## config.mk

```make
export PLATFORM = sky130hd
export DESIGN_NAME = gpio_func_mux
export DESIGN_NICKNAME = d
export VERILOG_FILES = /design/src/rtl/gpio_mux_pkg.sv /design/src/rtl/gpio_ctrl_reg.sv /design/src/rtl/gpio_clk_div.sv /design/src/rtl/gpio_src_mux.sv /design/src/rtl/gpio_func_mux.sv
export SDC_FILE = /design/constraint.sdc
export NUM_CORES = 1
export LEC_CHECK = 0
export ABC_AREA = 1
export BUFFER_PORTS_ARGS = -buffer_cell sky130_fd_sc_hd__buf_2
export CAP_MARGIN = 40
export CORE_MARGIN = 3
export CORE_UTILIZATION = 47
export CTS_CLUSTER_DIAMETER = 100
export DETAILED_ROUTE_END_ITERATION = 12
export PLACE_DENSITY_LB_ADDON = 0.05
export SLEW_MARGIN = 20
export SYNTH_ARGS = -nofsm -noshare
export SYNTH_HDL_FRONTEND = slang
export SYNTH_HIERARCHICAL = 1
export SYNTH_SLANG_ARGS = --single-unit
```

## constraint.sdc

```tcl
create_clock -name clk -period 4.8 [get_ports clk]
set_input_delay 0.48 -clock clk [delete_from_list [all_inputs] [get_ports clk]]
set_output_delay 0.48 -clock clk [all_outputs]
set_load 0.005 [all_outputs]
```

## src/rtl/gpio_mux_pkg.sv

```systemverilog
package gpio_mux_pkg;
  // Function select codes for the pin source.
  typedef enum logic [2:0] {
    SEL_OFF   = 3'd0,
    SEL_JACK  = 3'd1,
    SEL_TEMP  = 3'd2,
    SEL_AMUTE = 3'd3,
    SEL_CLK   = 3'd4,
    SEL_LOCK  = 3'd5,
    SEL_RSV6  = 3'd6,
    SEL_RSV7  = 3'd7
  } gpio_sel_e;

  localparam int DIV_W = 2;

  // Field order follows the register layout: div [5:4], inv [3], sel [2:0].
  typedef struct packed {
    logic [DIV_W-1:0] div;
    logic             inv;
    gpio_sel_e        sel;
  } gpio_cfg_t;

  localparam int CFG_W = $bits(gpio_cfg_t);
endpackage

```

## src/rtl/gpio_ctrl_reg.sv

```systemverilog
module gpio_ctrl_reg
  import gpio_mux_pkg::*;
#(
  parameter int              ADDR_W    = 7,
  parameter int              DATA_W    = 16,
  parameter logic [ADDR_W-1:0] CTRL_ADDR = 7'd8
) (
  input  logic              clk,
  input  logic              rst_n,
  input  logic              wr_en,
  input  logic [ADDR_W-1:0] wr_addr,
  input  logic [DATA_W-1:0] wr_data,
  output gpio_cfg_t         cfg_o
);
  logic hit;
  logic unused_hi;

  assign hit       = wr_en && (wr_addr == CTRL_ADDR);
  assign unused_hi = ^wr_data[DATA_W-1:CFG_W];

  always_ff @(posedge clk or negedge rst_n) begin
    if (!rst_n) begin
      cfg_o <= '0;
    end else if (hit) begin
      cfg_o <= gpio_cfg_t'(wr_data[CFG_W-1:0]);
    end
  end
endmodule

```

## src/rtl/gpio_clk_div.sv

```systemverilog
module gpio_clk_div #(
  parameter int DIV_W = 2
) (
  input  logic             clk,
  input  logic             rst_n,
  input  logic [DIV_W-1:0] div_set,
  output logic             clk_o,
  output logic             hi_o,
  output logic [DIV_W-1:0] act_o,
  output logic [DIV_W-1:0] cnt_o
);
  localparam int RW = DIV_W + 1;

  logic [DIV_W-1:0] act_q;
  logic [DIV_W-1:0] cnt_q;
  logic             wrap;
  logic [RW-1:0]    ratio;
  logic [RW-1:0]    hi_len;

  // The counter runs 0 .. ratio-1. A new ratio is loaded only at the wrap.
  assign wrap   = (cnt_q == act_q);
  assign ratio  = RW'(act_q) + RW'(1);
  assign hi_len = ratio >> 1;

  always_ff @(posedge clk or negedge rst_n) begin
    if (!rst_n) begin
      act_q <= '0;
      cnt_q <= '0;
    end else if (wrap) begin
      act_q <= div_set;
      cnt_q <= '0;
    end else begin
      cnt_q <= cnt_q + 1'b1;
    end
  end

  assign hi_o  = (RW'(cnt_q) < hi_len);
  assign clk_o = (act_q == '0) ? clk : hi_o;
  assign act_o = act_q;
  assign cnt_o = cnt_q;
endmodule

```

## src/rtl/gpio_src_mux.sv

```systemverilog
module gpio_src_mux
  import gpio_mux_pkg::*;
(
  input  gpio_cfg_t cfg,
  input  logic      jack_det,
  input  logic      slow_clk_en,
  input  logic      temp_ok,
  input  logic      amute_act,
  input  logic      pll_lock,
  input  logic      clk_src,
  output logic      pin_o,
  output logic      oe_o
);
  logic src;

  always_comb begin
    src  = 1'b0;
    oe_o = 1'b1;
    unique case (cfg.sel)
      SEL_JACK:  src = jack_det & slow_clk_en;
      SEL_TEMP:  src = temp_ok;
      SEL_AMUTE: src = amute_act;
      SEL_CLK:   src = clk_src;
      SEL_LOCK:  src = pll_lock;
      default:   oe_o = 1'b0;
    endcase
  end

  assign pin_o = oe_o & (src ^ cfg.inv);
endmodule

```

## src/rtl/gpio_func_mux.sv

```systemverilog
module gpio_func_mux
  import gpio_mux_pkg::*;
#(
  parameter int                ADDR_W    = 7,
  parameter int                DATA_W    = 16,
  parameter logic [ADDR_W-1:0] CTRL_ADDR = 7'd8
) (
  input  logic              clk,
  input  logic              rst_n,
  input  logic              wr_en,
  input  logic [ADDR_W-1:0] wr_addr,
  input  logic [DATA_W-1:0] wr_data,
  input  logic              jack_det,
  input  logic              slow_clk_en,
  input  logic              temp_ok,
  input  logic              amute_act,
  input  logic              pll_lock,
  output logic              gpio_out,
  output logic              gpio_oe
);
  gpio_cfg_t        cfg;
  logic             div_clk;
  logic             div_hi;
  logic [DIV_W-1:0] div_act;
  logic [DIV_W-1:0] div_cnt;

  gpio_ctrl_reg #(
    .ADDR_W(ADDR_W), .DATA_W(DATA_W), .CTRL_ADDR(CTRL_ADDR)
  ) u_reg (
    .clk(clk), .rst_n(rst_n), .wr_en(wr_en), .wr_addr(wr_addr),
    .wr_data(wr_data), .cfg_o(cfg)
  );

  gpio_clk_div #(.DIV_W(DIV_W)) u_div (
    .clk(clk), .rst_n(rst_n), .div_set(cfg.div), .clk_o(div_clk),
    .hi_o(div_hi), .act_o(div_act), .cnt_o(div_cnt)
  );

  gpio_src_mux u_mux (
    .cfg(cfg), .jack_det(jack_det), .slow_clk_en(slow_clk_en),
    .temp_ok(temp_ok), .amute_act(amute_act), .pll_lock(pll_lock),
    .clk_src(div_clk), .pin_o(gpio_out), .oe_o(gpio_oe)
  );
endmodule

```

==> flow_metrics.py, run 1 <==
metrics = {
    "outcome": {
        "status": "finished clean",
    },
    "die": {
        "core_sq_um": 1330,
        "die_area_sq_um": 1940,
        "num_rows": 13,
        "die_w_um": 44.0,
        "die_h_um": 44.0,
        "start_util_pct": 50.9,
        "io_pins": 33,
    },
    "setup_path": {
        "rrSetupSlack_ps": 3800,
        "cp_cell_sequence": "clkbuf_4, clkbuf_4, clkbuf_4, clkbuf_4, clkbuf_4, nand2_1, nand2_1, nand3_1, nand2_2, clkbuf_4, clkbuf_4, nor3_1, nor2_1, buf_2",
        "cp-startpoint": "clk",
        "required_ps": 4320,
        "cp_max_fo": 2,
        "crit_type": "clock port to primary output",
        "critPathTopFamily": "buffers and inverters",
        "r2r_cells": 5,
        "crit_end": "gpio_out",
        "cp.arrival_ps": 3860,
        "timing.rr.end": "u_div/cnt_o[1]",
        "cp_common_cell": "clkbuf_4",
        "end_kind": "primary output",
        "reg2reg_from": "u_div/cnt_o[1]",
        "path_buf_inv": 8,
        "slowest_stage": "nor3_1",
        "cp_num_cells": 14,
        "max_stage_delay_ps": 170,
        "start_kind": "clock port",
    },
    "routing": {
        "drc": 0,
        "routed_wirelength_um": 1420,
        "postRouteAntennaNets": 0,
        "dr.first_iter.drc_count": 15,
        "dr.pass1.iters": 4,
        "avgRoutedWirePerCell_um": 9.26,
        "routed-via-count": 709,
        "vias_per_cell": 4.63,
    },
    "synthesis": {
        "syn-cell-area_sq_um": 679,
        "synth_fp_nets": 135,
        "yosys.area.top_type": "dfrtp_1",
        "ys_warn_count": 6,
        "synth_cells": 101,
        "synth_top_area_share_pct": 36.8,
        "ys_ff_latch": 10,
        "ys_seq_area_share_pct": 36.8,
        "synth_cell_types": 16,
        "ys_top_cells_by_area": "dfrtp_1 37%, nand2_1 20%, inv_1 10%",
        "synth_area_per_cell_sq_um": 6.73,
    },
    "power": {
        "power_frac_seq_pct": 30.5,
        "powerDensity_nw_per_um2": 465,
        "p_switching_w": 0.000155,
        "power.leakage_nw": 0.565,
        "pwr-share-clk_pct": 38.4,
        "peakVddDrop_uv": 336,
        "pwr-share-comb_pct": 31.2,
        "p_sw_share_pct": 35.9,
        "p_int_w": 0.000276,
    },
    "sta": {
        "rsz0062_at_grt": "false",
        "fin_skew_ps": 3.20,
        "hold_viol": 0,
        "timing.slew.headroom_pct": 81.0,
        "finalSetupTns_ps": 0,
        "slew_viol_final": 0,
        "worstMarginPinSlew_ps": 285,
        "setup_viol": 0,
    },
    "clock_tree": {
        "clk_pin_slew_ps": 60,
        "post-cts-setup-buffer-count": 0,
        "cts_tree": "yes",
        "worstSkewPairLatency_ps": 370,
    },
    "global_route": {
        "grt_pass1_wl_um": 2440,
        "antenna_found_initial": 0,
        "gr-usage-all-layers_pct": 19.1,
        "gr-total-overflow": 0,
        "grt_pass1_vias": 696,
        "grt_max_degree": 11,
    },
    "final_layout": {
        "synthToLayoutAreaGrowth_pct": 36.3,
        "drive_gt1_share_pct": 31.2,
        "diodes": 0,
        "instances_no_fill": 153,
        "final_core_util_pct": 69.4,
        "fin_nets": 172,
    },
    "worst_hold_path": {
        "worstHoldPathCells": 3,
        "hold_class": "input pin to flip-flop",
    },
    "placement": {
        "gp_congestion": 0.715,
        "dp.final_hpwl_um": 1060,
        "place_inst": 138,
        "port_buffers": 22,
    },
    "run": {
        "maxCapViolCount": 0,
    },
}
## cells in the final DEF, fill, tap and decap left out, types with 2 or more instances in the layout
cell type and n:
nand2_1 36, buf_2 22, inv_1 19, clkbuf_4 12, nand3_1 11, dfrtp_1 10
nor2_1 7, ha_1 3, nand2_2 3, xnor2_1 2, o21bai_1 2, nor2_2 2
## routing by layer
metal,global-route usage [%],wire (um),vias up
met2,22.7,667,30
met5,0,0,-
met1,18.3,628,292
li1,-,-,383
met3,11.0,99,4
met4,29.5,22,0
## flip-flops by register name, indices dropped and copies added, names as in the netlist
| name | flops |
|---|---|
| u_reg/cfg_o | 6 |
| u_div/act_o | 2 |
| u_div/cnt_o | 2 |
## stage by stage
stage / total power, W / worst slack (ps) / instance area (sq um) / hold WS, ps
CTS: 0.000441 / 406 / 926 / 323
floorplan: 0.000245 / 1440 / 679 / 184
detailed placement: 0.000282 / 1370 / 808 / 345
global route: 0.000482 / 303 / 926 / 339
finish: 0.000430 / 459 / 926 / 336
global placement: 0.000275 / 1370 / 808 / 345
## worst min-delay path by stage
stage	from	endpoint	slack [ps]
2_1_floorplan	rst_n	u_div/act_o[0]	180
3_3_place_gp	rst_n	u_reg/cfg_o[3]	350
3_5_place_dp	rst_n	u_reg/cfg_o[3]	350
4_1_cts	wr_data[3]	u_reg/cfg_o[3]	320
5_1_grt	wr_data[1]	u_reg/cfg_o[1]	340
6_report	wr_data[3]	u_reg/cfg_o[3]	340
## synth_stat cells
master / instances
nand4_1: 1
dfrtp_1: 10
nand2_2: 3
ha_1: 3
o21bai_2: 1
xnor2_1: 2
o21ai_0: 1
inv_1: 19
inv_2: 1
a21oi_2: 1
nand2_1: 36
nor3_1: 1
nor2_2: 2
nand3_1: 11
o21bai_1: 2
nor2_1: 7
## tightest hold or removal path: stages
cell and delay, ps:
buf_2 70, nand3_1 60, nand2_1 60
## power groups by stage
stage	combinational (W)	clock (W)	sequential, W
2_1_floorplan	0.000106	0.0000134	0.000126
3_3_place_gp	0.000130	0.0000140	0.000131
3_5_place_dp	0.000135	0.0000140	0.000133
4_1_cts	0.000136	0.000173	0.000132
5_1_grt	0.000162	0.000183	0.000136
6_report	0.000134	0.000165	0.000131
## what timing repair did
item,in CTS,in global routing
hold buffers,1,0
gates resized for setup,0,0
endpoints found under the hold margin,10,0
## layout make-up
class,count,area (sq um)
timing repair buffer,22,115
clock buffer,15,113
inverter,20,75.1
fill,124,408
sequential,10,250
tap,15,18.8
multi-input combinational,71,354
## cell families after synthesis
family	after synthesis	synth area share [%]
simple gates	61	38.1
buf+inv	20	11.0
flops	10	36.8
compound gates	5	5.89
fa+ha+maj	3	5.53
xor+xnor	2	2.58
Power figures use the tool's default switching activity.
==> run 2: changes to the inputs <==
--- a/config.mk
+++ b/config.mk
@@ -10,5 +10,5 @@
 export CAP_MARGIN = 40
 export CORE_MARGIN = 3
-export CORE_UTILIZATION = 47
+export CORE_UTILIZATION = 45
 export CTS_CLUSTER_DIAMETER = 100
 export DETAILED_ROUTE_END_ITERATION = 12
@@ -17,4 +17,3 @@
 export SYNTH_ARGS = -nofsm -noshare
 export SYNTH_HDL_FRONTEND = slang
-export SYNTH_HIERARCHICAL = 1
 export SYNTH_SLANG_ARGS = --single-unit
==> constraint.sdc (replaced) <==
create_clock -name clk -period 4.8 [get_ports clk]
set_input_delay 0.96 -clock clk [delete_from_list [all_inputs] [get_ports clk]]
set_output_delay 0.96 -clock clk [all_outputs]
set_load 0.005 [all_outputs]
==> run 2 against run 1 <==
Net effect: cell area shrank 11%; clock power is essentially flat; final cell count shrank 20%; power shrank 15%; core utilization grew 0.41 points; area after synthesis shrank 10%; worst setup slack lost 250 ps; critical endpoint unchanged; largest power group unchanged.
==> flow_metrics.py, run 2 <==
metrics = {
    "outcome": {
        "status": "finished clean",
    },
    "die": {
        "start_util_pct": 51.4,
        "core_sq_um": 1190,
        "io_pins": 33,
        "die_area_sq_um": 1830,
        "die_h_um": 42.8,
        "die_w_um": 42.8,
        "num_rows": 12,
    },
    "sta": {
        "fin_skew_ps": 0.926,
        "hold_viol": 0,
        "rsz0062_at_grt": "false",
        "slew_viol_final": 0,
        "timing.slew.headroom_pct": 78.4,
        "worstMarginPinSlew_ps": 323,
        "fin_hold_ws_ps": 421,
        "setup_viol": 0,
        "finalSetupTns_ps": 0,
    },
    "setup_path": {
        "cp_max_fo": 2,
        "cp.arrival_ps": 3630,
        "cp_cell_sequence": "clkbuf_4, clkbuf_4, clkbuf_4, clkbuf_4, a21oi_2, nand2_1, nand2_1, nand2_2, clkbuf_4, nand3_1, nand2_1, nor2_1, buf_2",
        "r2r_cells": 4,
        "end_kind": "primary output",
        "max_stage_delay_ps": 140,
        "cp-startpoint": "clk",
        "required_ps": 3840,
        "cp_common_cell": "clkbuf_4",
        "start_kind": "clock port",
        "crit_type": "clock port to primary output",
        "reg2reg_from": "u_div.act_o[0]",
        "timing.rr.end": "u_div.act_o[0]",
        "slowest_stage": "clkbuf_4",
        "rrSetupSlack_ps": 3750,
    },
    "global_route": {
        "gr-total-overflow": 0,
        "gr-usage-all-layers_pct": 23.1,
        "antenna_found_initial": 0,
        "grt_pass1_vias": 674,
        "grt_pass1_wl_um": 2610,
        "grt_max_degree": 13,
    },
    "routing": {
        "avgRoutedWirePerCell_um": 10.8,
        "postRouteAntennaNets": 0,
        "drc": 0,
        "vias_per_cell": 4.83,
        "routed_wirelength_um": 1330,
        "dr.pass1.iters": 4,
        "routed-via-count": 594,
        "dr.first_iter.drc_count": 19,
    },
    "final_layout": {
        "regMostFlops": "u_reg.cfg_o",
        "diodes": 0,
        "final_cell_mix": "22 x buf_2, 16 x nand2_1, 12 x inv_1",
        "final_core_util_pct": 69.8,
        "final_common_cell": "buf_2",
        "regArea_sq_um": 250,
        "n_fill_cell": 102,
        "drive_gt1_share_pct": 43.1,
        "instances_no_fill": 123,
        "synthToLayoutAreaGrowth_pct": 35.9,
        "largest_register_ffs": 6,
        "multiInputGateArea_sq_um": 305,
        "fin_nets": 143,
    },
    "synthesis": {
        "syn-cell-area_sq_um": 609,
        "ys_warn_count": 0,
        "synth_top_area_share_pct": 41.1,
        "synthMostInstantiatedCell": "nand2_1",
        "ys_ff_latch": 10,
        "ys_top_cells_by_area": "dfrtp_1 41%, nand2_1 10%, o21ai_2 8.6%",
        "synth_edf_count": 0,
        "synth_area_per_cell_sq_um": 8.02,
        "ys_seq_area_share_pct": 41.1,
        "synth_fp_nets": 110,
        "synthTopCellsByCount": "17 x nand2_1, 12 x inv_1, 10 x dfrtp_1",
        "synth_cells": 76,
        "synth_ff_type": "dfrtp_1",
        "yosys.area.top_type": "dfrtp_1",
        "async_flop_share_pct": 100,
        "synth_cell_types": 20,
    },
    "clock_tree": {
        "cts_tree": "yes",
        "post-cts-setup-buffer-count": 0,
        "clk_pin_slew_ps": 70,
        "hold_buffers": 0,
        "worstSkewPairLatency_ps": 390,
    },
    "placement": {
        "port_buffers": 22,
        "dp.final_hpwl_um": 900,
        "place_inst": 111,
        "gp_congestion": 0.694,
    },
    "power": {
        "power_w": 0.000367,
        "peakVddDrop_uv": 273,
        "powerDensity_nw_per_um2": 444,
        "power.leakage_nw": 0.447,
    },
    "worst_hold_path": {
        "hold_class": "input pin to asynchronous set/reset pin",
    },
    "run": {
        "maxCapViolCount": 0,
    },
}
[run 2: cell types whose count changed after synthesis, sizes merged, moves of 2 or more]
| cell | change |
|---|---|
| nand3 | -7 |
| inv | -7 |
| o21bai | -3 |
| o21ai | +8 |
| a21oi | +4 |
| nand2 | -21 |
| nor2 | -2 |
[run 2: logic make-up (layout without fill, tap and decap cells)]
family          count (synthesis)  count (layout)  share of synthesized area [%]
buf+inv                        15              48                           10.5
xor+xnor                        2               2                           2.88
fa+ha+maj                       3               3                           6.16
flops                          10              10                           41.1
compound gates                 14              14                           15.8
simple gates                   32              32                           23.6
[run 2: worst max-delay path: cells and delay by family]
kind	cells	cell delay (ps)
buffers and inverters	6	740
and+or+nand+nor	6	370
AOI/OAI and AO/OA	1	120
[run 2: where the power goes]
part	total [W]	leakage [nW]	switching, W	internal [W]
sequential	0.000117	0.135	0.0000169	0.0000996
clock	0.000168	0.0752	0.0000607	0.000107
combinational	0.0000831	0.237	0.0000470	0.0000360
total	0.000367	0.447	0.000125	0.000243
[run 2: metal layers]
metal  vias to the layer above  share of wire (%)  track usage (%)
met1                       258                 43             17.9
met4                         0                2.7             29.8
met2                        27                 46             24.9
li1                        303                  -                -
met5                         -                  0                0
met3                         6                8.1             27.5
[run 2: cell type report]
class | count | share of cell area, %
clock buffer | 13 | 11.8
inverter | 14 | 6.34
multi-input combinational | 51 | 36.9
sequential | 10 | 30.2
tap | 14 | 2.11
timing repair buffer | 21 | 12.7
[run 2: worst max path at each step]
| stage | endpoint | slack (ps) | depth (start not counted) |
|---|---|---|---|
| 6_report | gpio_out | 210 | 13 |
| 5_1_grt | gpio_out | 60 | 13 |
| 2_1_floorplan | gpio_out | 970 | 7 |
| 4_1_cts | gpio_out | 60 | 14 |
| 3_3_place_gp | gpio_out | 910 | 7 |
| 3_5_place_dp | gpio_out | 910 | 7 |
[run 2: repair_timing]
item                                    4_1_cts  5_1_grt
resized for setup                             1        2
pin swaps                                     0        1
endpoints found under the setup margin        1        1
[run 2: metrics by stage]
step | worst slack (ps) | area [sq um]
global route | 60.2 | 828
floorplan | 973 | 609
detailed placement | 907 | 726
CTS | 57.6 | 830
global placement | 906 | 726
finish | 207 | 828
==> run 3: changes to the inputs <==
CORE_UTILIZATION = 30   (was 45)
==> run 3 against run 2 <==
Net effect: clock skew grew 4.6 ps; sequential share of layout area decreased by 0.32 points; cell area rose by 1.1%; final cell count up 8.1%; combinational power decreased by 3.1%; worst setup slack better by 32 ps; die area increased by 42%; wire length fell by 11%.
==> flow_metrics.py, run 3 (synthesis gave the netlist of run 2 again) <==
metrics = {
    "outcome": {
        "status": "finished clean",
    },
    "global_route": {
        "grt_pass1_vias": 619,
        "grt_max_degree": 13,
        "grt_pass1_wl_um": 2170,
        "gr-total-overflow": 0,
        "met2_usage_pct": 14.2,
        "gr-usage-all-layers_pct": 12.6,
        "antenna_found_initial": 0,
        "busiest_layer": "met4",
        "use_met1_pct": 11.8,
        "grtUsageMet3_pct": 8.75,
    },
    "routing": {
        "postRouteAntennaNets": 0,
        "routed-via-count": 573,
        "dr.pass1.iters": 3,
        "dr.first_iter.drc_count": 3,
        "drc": 0,
        "vias_per_cell": 4.31,
        "avgRoutedWirePerCell_um": 8.95,
        "routed_wirelength_um": 1190,
    },
    "placement": {
        "place_inst": 122,
        "pre_cts_slack_ps": 907,
        "dp.final_hpwl_um": 867,
        "gp_congestion": 0.655,
        "port_buffers": 22,
    },
    "setup_path": {
        "r2r_cells": 3,
        "crit_type": "clock port to primary output",
        "required_ps": 3840,
        "end_kind": "primary output",
        "start_kind": "clock port",
        "cp_max_fo": 2,
        "cp.arrival_ps": 3600,
    },
    "die": {
        "io_pins": 33,
        "num_rows": 15,
        "die_w_um": 51.1,
        "core_sq_um": 1820,
        "die_h_um": 51.1,
        "start_util_pct": 33.5,
        "die_area_sq_um": 2610,
    },
    "clock_tree": {
        "cts_tree": "yes",
        "worstSkewPairLatency_ps": 370,
        "clk_pin_slew_ps": 70,
        "post-cts-setup-buffer-count": 0,
    },
    "sta": {
        "timing.slew.headroom_pct": 79.3,
        "hold_viol": 0,
        "slew_viol_final": 0,
        "fin_ws_ps": 240,
        "setup_viol": 0,
        "worstMarginPinSlew_ps": 311,
        "finalSetupTns_ps": 0,
        "fin_skew_ps": 5.48,
        "rsz0062_at_grt": "false",
    },
    "final_layout": {
        "n_fill_cell": 202,
        "synthToLayoutAreaGrowth_pct": 37.4,
        "fin_nets": 143,
        "regMostFlops": "u_reg.cfg_o",
        "diodes": 0,
        "instances_no_fill": 133,
        "drive_gt1_share_pct": 43.5,
        "final_cell_mix": "22 x buf_2, 16 x nand2_1, 12 x inv_1",
        "final_common_cell": "buf_2",
        "largest_register_ffs": 6,
    },
    "power": {
        "powerDensity_nw_per_um2": 406,
        "power.leakage_nw": 0.442,
        "power_w": 0.000340,
        "peakVddDrop_uv": 202,
    },
    "run": {
        "maxCapViolCount": 0,
    },
    "worst_hold_path": {
        "hold_class": "input pin to asynchronous set/reset pin",
    },
}
run 3: cell count changes in the layout (fill, tap and decap cells not counted), sizes merged:
cell / before / now
clkbuf: 12 / 10
buf: 22 / 23
run 3: final timing paths:
| path | startpoint | to | slack, ps |
|---|---|---|---|
| min in group clk | u_reg.cfg_o[4] | u_reg.cfg_o[4] | 490 |
| setup reg to reg | u_div.cnt_o[1] | u_div.act_o[0] | 3750 |
| hold / removal | rst_n | u_div.cnt_o[0] | 440 |
| hold reg to reg | u_reg.cfg_o[4] | u_reg.cfg_o[4] | 490 |
| max in group asynchronous | rst_n | u_reg.cfg_o[0] | 4150 |
| setup / recovery | clk | gpio_out | 240 |
run 3: metal layers:
metal / vias to the layer above / part of all wire, %
li1: 304 / -
met1: 238 / 45
met2: 27 / 43
met3: 4 / 8.6
met4: 0 / 3.5
met5: - / 0
run 3: area by class of cell:
| cell class | instances | area (sq um) | share of cell area [%] |
|---|---|---|---|
| Timing Repair Buffer | 21 | 105 | 12.6 |
| Clock buffer | 12 | 87.6 | 10.5 |
| Inverter | 14 | 52.6 | 6.28 |
| Sequential cell | 10 | 250 | 29.9 |
| Tap cell | 25 | 31.3 | 3.74 |
| Multi-Input combinational cell | 51 | 310 | 37.1 |
run 3: power by group:
part	total, W	switching [W]	internal (W)
sequential	0.000116	0.0000164	0.0000997
clock	0.000143	0.0000529	0.0000903
combinational	0.0000805	0.0000449	0.0000357
total	0.000340	0.000114	0.000226
run 3: per-stage QoR:
step / utilization (%) / instance area, sq um / hold slack, ps
detailed placement: 40.6 / 739 / 473
floorplan: - / 609 / 453
global route: 46.0 / 837 / 438
finish: 46.0 / 837 / 444
global placement: 40.6 / 739 / 475
CTS: 45.6 / 830 / 439
run 3: worst max-delay path: stages:
cell      delay [ps]
clkbuf_4         110
clkbuf_4         120
clkbuf_4         120
clkbuf_4         120
a21oi_2          110
nand2_1           50
nand2_1           90
nand2_2           70
clkbuf_4         140
a21oi_2          100
nor2_1            50
buf_2            120
run 3: what timing repair did:
action / CTS / global route
pin swaps: 1 / 4
gates resized for setup: 1 / 5
endpoints found under the setup margin: 1 / 1
hold buffers: 0 / 0
gates cloned: 0 / 0
